--- src/rtl/segchk_pkg.sv ---
package segchk_pkg;

  typedef enum logic [2:0] {
    FK_NONE  = 3'd0,
    FK_NULL  = 3'd1,
    FK_WPROT = 3'd2,
    FK_RPROT = 3'd3,
    FK_LIMIT = 3'd4
  } faultKind_e;

  typedef enum logic [1:0] {
    ACC_READ  = 2'b00,
    ACC_WRITE = 2'b01,
    ACC_FETCH = 2'b10,
    ACC_RSVD  = 2'b11
  } accType_e;

  localparam int ATTR_RD = 0;
  localparam int ATTR_WR = 1;
  localparam int ATTR_ED = 2;

  // strobes from control to datapath
  typedef struct packed {
    logic nullSel;
    logic permWrite;
    logic permRead;
    logic useExpandDown;
  } ctrlStrobes_t;

endpackage

--- src/rtl/segchk_ctrl.sv ---
module segchk_ctrl
  import segchk_pkg::*;
#(
  parameter int IDX_W         = 4,
  parameter int SEL_W         = 16,
  parameter int LAST_DATA_IDX = 6
) (
  input  logic [IDX_W-1:0] segIdx,
  input  logic [SEL_W-1:0] selector,
  input  logic [2:0]       segAttr,
  input  logic [1:0]       accType,
  output ctrlStrobes_t     strobes
);

  localparam logic [IDX_W-1:0] LAST_IDX = IDX_W'(LAST_DATA_IDX);

  logic isDataClass;
  logic isWrite;
  logic isFetch;
  logic isRead;

  always_comb begin
    isDataClass = (segIdx <= LAST_IDX);
    isWrite     = (accType == ACC_WRITE);
    isFetch     = (accType == ACC_FETCH);
    isRead      = !isWrite && !isFetch;

    strobes.nullSel       = (selector == '0);
    strobes.permWrite     = isDataClass && isWrite && !segAttr[ATTR_WR];
    strobes.permRead      = isDataClass && isRead  && !segAttr[ATTR_RD];
    strobes.useExpandDown = isDataClass && segAttr[ATTR_ED];
  end

endmodule

--- src/rtl/segchk_dp.sv ---
module segchk_dp
  import segchk_pkg::*;
#(
  parameter int ADDR_W = 32
) (
  input  logic              clk,
  input  logic              rst_n,
  input  logic              reqValid,
  input  ctrlStrobes_t      strobes,
  input  logic [ADDR_W-1:0] segBase,
  input  logic [ADDR_W-1:0] segLimit,
  input  logic [ADDR_W-1:0] accOffset,
  input  logic [2:0]        accSizeM1,
  output logic              respValid,
  output logic              fault,
  output logic [2:0]        faultKind,
  output logic [ADDR_W-1:0] linAddr
);

  localparam int WIDE_W = ADDR_W + 1;

  logic [WIDE_W-1:0] lastByte;
  logic              limitBad;
  faultKind_e        kindNext;
  logic [ADDR_W-1:0] linNext;

  always_comb begin
    lastByte = {1'b0, accOffset} + WIDE_W'(accSizeM1);
    if (strobes.useExpandDown)
      limitBad = (accOffset <= segLimit);
    else
      limitBad = (lastByte > {1'b0, segLimit});

    if (strobes.nullSel)
      kindNext = FK_NULL;
    else if (strobes.permWrite)
      kindNext = FK_WPROT;
    else if (strobes.permRead)
      kindNext = FK_RPROT;
    else if (limitBad)
      kindNext = FK_LIMIT;
    else
      kindNext = FK_NONE;

    linNext = segBase + accOffset;
  end

  always_ff @(posedge clk) begin
    if (!rst_n) begin
      respValid <= 1'b0;
      fault     <= 1'b0;
      faultKind <= FK_NONE;
      linAddr   <= '0;
    end else begin
      respValid <= reqValid;
      if (reqValid) begin
        fault     <= (kindNext != FK_NONE);
        faultKind <= kindNext;
        linAddr   <= linNext;
      end else begin
        fault     <= 1'b0;
        faultKind <= FK_NONE;
      end
    end
  end

endmodule

--- src/rtl/segchk_top.sv ---
module segchk_top
  import segchk_pkg::*;
#(
  parameter int ADDR_W        = 32,
  parameter int SEL_W         = 16,
  parameter int IDX_W         = 4,
  parameter int LAST_DATA_IDX = 6
) (
  input  logic              clk,
  input  logic              rst_n,
  input  logic              reqValid,
  input  logic [IDX_W-1:0]  segIdx,
  input  logic [SEL_W-1:0]  selector,
  input  logic [2:0]        segAttr,
  input  logic [ADDR_W-1:0] segBase,
  input  logic [ADDR_W-1:0] segLimit,
  input  logic [1:0]        accType,
  input  logic [ADDR_W-1:0] accOffset,
  input  logic [2:0]        accSizeM1,
  output logic              respValid,
  output logic              fault,
  output logic [2:0]        faultKind,
  output logic [ADDR_W-1:0] linAddr
);

  ctrlStrobes_t strobes;

  segchk_ctrl #(
    .IDX_W(IDX_W), .SEL_W(SEL_W), .LAST_DATA_IDX(LAST_DATA_IDX)
  ) u_ctrl (
    .segIdx(segIdx), .selector(selector), .segAttr(segAttr),
    .accType(accType), .strobes(strobes)
  );

  segchk_dp #(.ADDR_W(ADDR_W)) u_dp (
    .clk(clk), .rst_n(rst_n), .reqValid(reqValid), .strobes(strobes),
    .segBase(segBase), .segLimit(segLimit), .accOffset(accOffset),
    .accSizeM1(accSizeM1), .respValid(respValid), .fault(fault),
    .faultKind(faultKind), .linAddr(linAddr)
  );

endmodule

--- config.mk ---
export PLATFORM = sky130hd
export DESIGN_NAME = segchk_top
export DESIGN_NICKNAME = d
export VERILOG_FILES = /design/src/rtl/segchk_pkg.sv /design/src/rtl/segchk_ctrl.sv /design/src/rtl/segchk_dp.sv /design/src/rtl/segchk_top.sv
export SDC_FILE = /design/constraint.sdc
export NUM_CORES = 1
export LEC_CHECK = 0
export BUFFER_PORTS_ARGS = -buffer_cell sky130_fd_sc_hd__buf_4
export CAP_MARGIN = 10
export CORE_UTILIZATION = 27
export DETAILED_ROUTE_END_ITERATION = 10
export PLACE_DENSITY = 0.6
export SETUP_SLACK_MARGIN = 0.02
export SLEW_MARGIN = 30
export SYNTH_ARGS = -nofsm -noshare
export SYNTH_HDL_FRONTEND = slang
export SYNTH_HIERARCHICAL = 1
export SYNTH_SLANG_ARGS = --single-unit
--- constraint.sdc ---
create_clock -name clk -period 7.6 [get_ports clk]
set_clock_uncertainty 0.05 [all_clocks]
set_input_delay 1.52 -clock clk [delete_from_list [all_inputs] [get_ports clk]]
set_output_delay 1.52 -clock clk [all_outputs]
set_load 0.05 [all_outputs]
==> flow_summary.toml <==
[outcome]
outcome = "finished clean"

[routing]
wirelength_um = 15920
wl_per_cell_um = 15.48
drc_errors = 0
drt-initial-drc-count = 327
avgViaCountPerCell = 4.913
vias = 5051
antenna_left = 0
first_pass_iters = 4

[critical_path]
path_max_fanout = 8
start_kind = "input port"
critical_path_class = "input port to register"
cp.required_ps = 7760
cp_slowest_cell = "nor4_4"
cp-startpoint = "accOffset[0]"
rr_startpoint = "u_dp/linAddr[31]"
slowest_delay_ps = 510
worstPathArrival_ps = 5330
critical_path_buf_inv_count = 2
end_kind = "register"
path_cells = "buf_4 > ha_1 > inv_1 > fa_1 > and2b_1 > nor2_1 > or2_4 > nor4_4 > nand4_1 > xnor2_1 > ha_1 > nand4_1 > or2_2 > nor3_1 > a211o_1 > a21oi_1 > a211o_1 > a21oi_2"
critPathTopFamily = "simple AND/OR/NAND/NOR gates"

[cts]
numCtsBuffers = 5
cts_tree = "built"
htreeDepth = 2
cts_setup_buffers = 0
cts_sinks = 37
clockBufferDepth = 2
clk_pin_slew_worst_paths_ps = 50
cts_resized = 0
clock_latency_ps = 280
cts_hold_buf = 0
cts-root-buf = "clkbuf_16"

[grt]
first_global_vias = 4981
overflow = 0
grt_max_degree = 47
grtUsageTotal = 0.1631
grt_pass1_wl_um = 25570
antenna_found_initial = 0

[run]
cap_violations = 0

[power]
irDropWorstVdd_uv = 70.74
leakage_nw = 3.343
p_per_area_nw_per_um2 = 135.3

[logic_synthesis]
ys_types = 60
ys.flop_type = "dfxtp_1"
synth_edf_count = 0
yosysWarnings = 6
netlist_instances = 633
ys_seq_area_frac = 0.1444
syn-num-nets = 861
async_reset_ff_frac = 0
synth_seq_cells = 37
synth_area_per_cell_um2 = 8.104
netlist_area_um2 = 5130

[timing]
hold_ws_ps = 425.5
fmax_ghz = 0.1934
setup_violations = 0
rsz0062_at_grt = "false"
tns_ps = 0
finalHoldViolations = 0
setup_ws_ps = 2430
layout_min_cycle_time_ps = 5170
worst_pin_slew_ps = 529.7
slew_violations = 0
min_period_over_period = 0.6803
max_slew_margin = 0.6436

[min_path]
hp-class = "register to register"
hold_path.startpoint = "u_dp/linAddr[21]"

[placement]
place.detailed.hpwl_um = 13700
port_buffers = 163
post-place-ws_ps = 2142
post-place-cells = 1020
place_congestion = 0.8573

[layout]
syn_to_final_growth_pct = 32.20
drive_gt1_frac = 0.2406
final_cell_mix = "163 x buf_4, 99 x ha_1, 52 x inv_1"
nNetsFinal = 1021
diodes = 0
final_common_cell = "buf_4"
fin_cells = 1028

[floorplanning]
rows = 50
start_util = 0.2752
io_pins = 164
core_area_um2 = 18640
die_area_um2 = 19560
die_h_um = 139.8
die_w_um = 139.8
[cell type report]
type | instances | area, um2
Clock buffer | 7 | 142.6
Timing Repair Buffer | 163 | 1224
Fill cell | 1965 | 11860
Clock inverter | 1 | 30.03
Multi-Input combinational cell | 534 | 4156
Inverter | 52 | 195.2
Tap cell | 234 | 292.8
Sequential cell | 37 | 740.7
[path summary, 6_finish.rpt]
check	endpoint	slack [ps]	depth (start not counted)
worst min-delay path	u_dp/linAddr[21]	430	2
worst max-delay path	u_dp/fault	2430	18
worst max register to register	u_dp/linAddr[31]	6730	3
worst min register to register	u_dp/linAddr[21]	430	2
[routing by layer]
metal	wire (um)	GRT usage	part of all wire
met5	0	0	0
met4	314	0.05437	0.020
met3	449	0.01170	0.028
met2	7420	0.2711	0.47
met1	7732	0.2223	0.49
[registers in the layout, indices dropped and copies added (netlist names)]
register / cells
u_dp/fault: 1
u_dp/faultKind: 3
u_dp/linAddr: 32
u_dp/respValid: 1
[cells in the mapped netlist, types with 13 or more instances]
cell type	instances	area (um2)
a21o_1	31	232.7
a21oi_1	40	200.2
dfxtp_1	37	740.7
ha_1	99	1239
inv_1	52	195.2
mux2i_1	13	130.1
nand2_1	33	123.9
nand3_1	18	90.09
nand3b_1	15	112.6
nand4_1	22	137.6
nor2_1	31	116.4
nor2b_1	20	125.1
o21ai_0	31	155.2
xnor2_1	30	262.8
xor2_1	23	201.4
[report_power, final]
part           switching (mW)  internal (mW)  total (mW)
logic                   0.261          0.192       0.453
clock network          0.0756          0.164       0.239
registers              0.0107          0.214       0.225
[cell families (layout without fill, tap and decap cells)]
kind of cell	Yosys count	count (layout)	synth area share
AOI/OAI and AO/OA	170	170	0.2273
adders and majority gates	101	101	0.2493
xor gates and xnor gates	53	53	0.09049
DFF	37	37	0.1444
buffers and inverters	62	223	0.04537
muxes	13	13	0.02536
and+or+nand+nor	197	197	0.2178
[worst reg2reg max path: stages (launching register included)]
cell,delay (ps)
dfxtp_1,300
o21ai_0,160
a21oi_1,60
and3b_1,200
[per-stage QoR]
step / power [mW] / util / instance area, um2
CTS: 0.9226 / 0.3638 / 6782
global route: 0.9782 / 0.3638 / 6782
floorplan: 0.5229 / - / 5130
global placement: 0.6771 / 0.3545 / 6609
detailed placement: 0.6814 / 0.3545 / 6609
finish: 0.9175 / 0.3638 / 6782
Note: power is estimated with default switching activity, not from simulation.
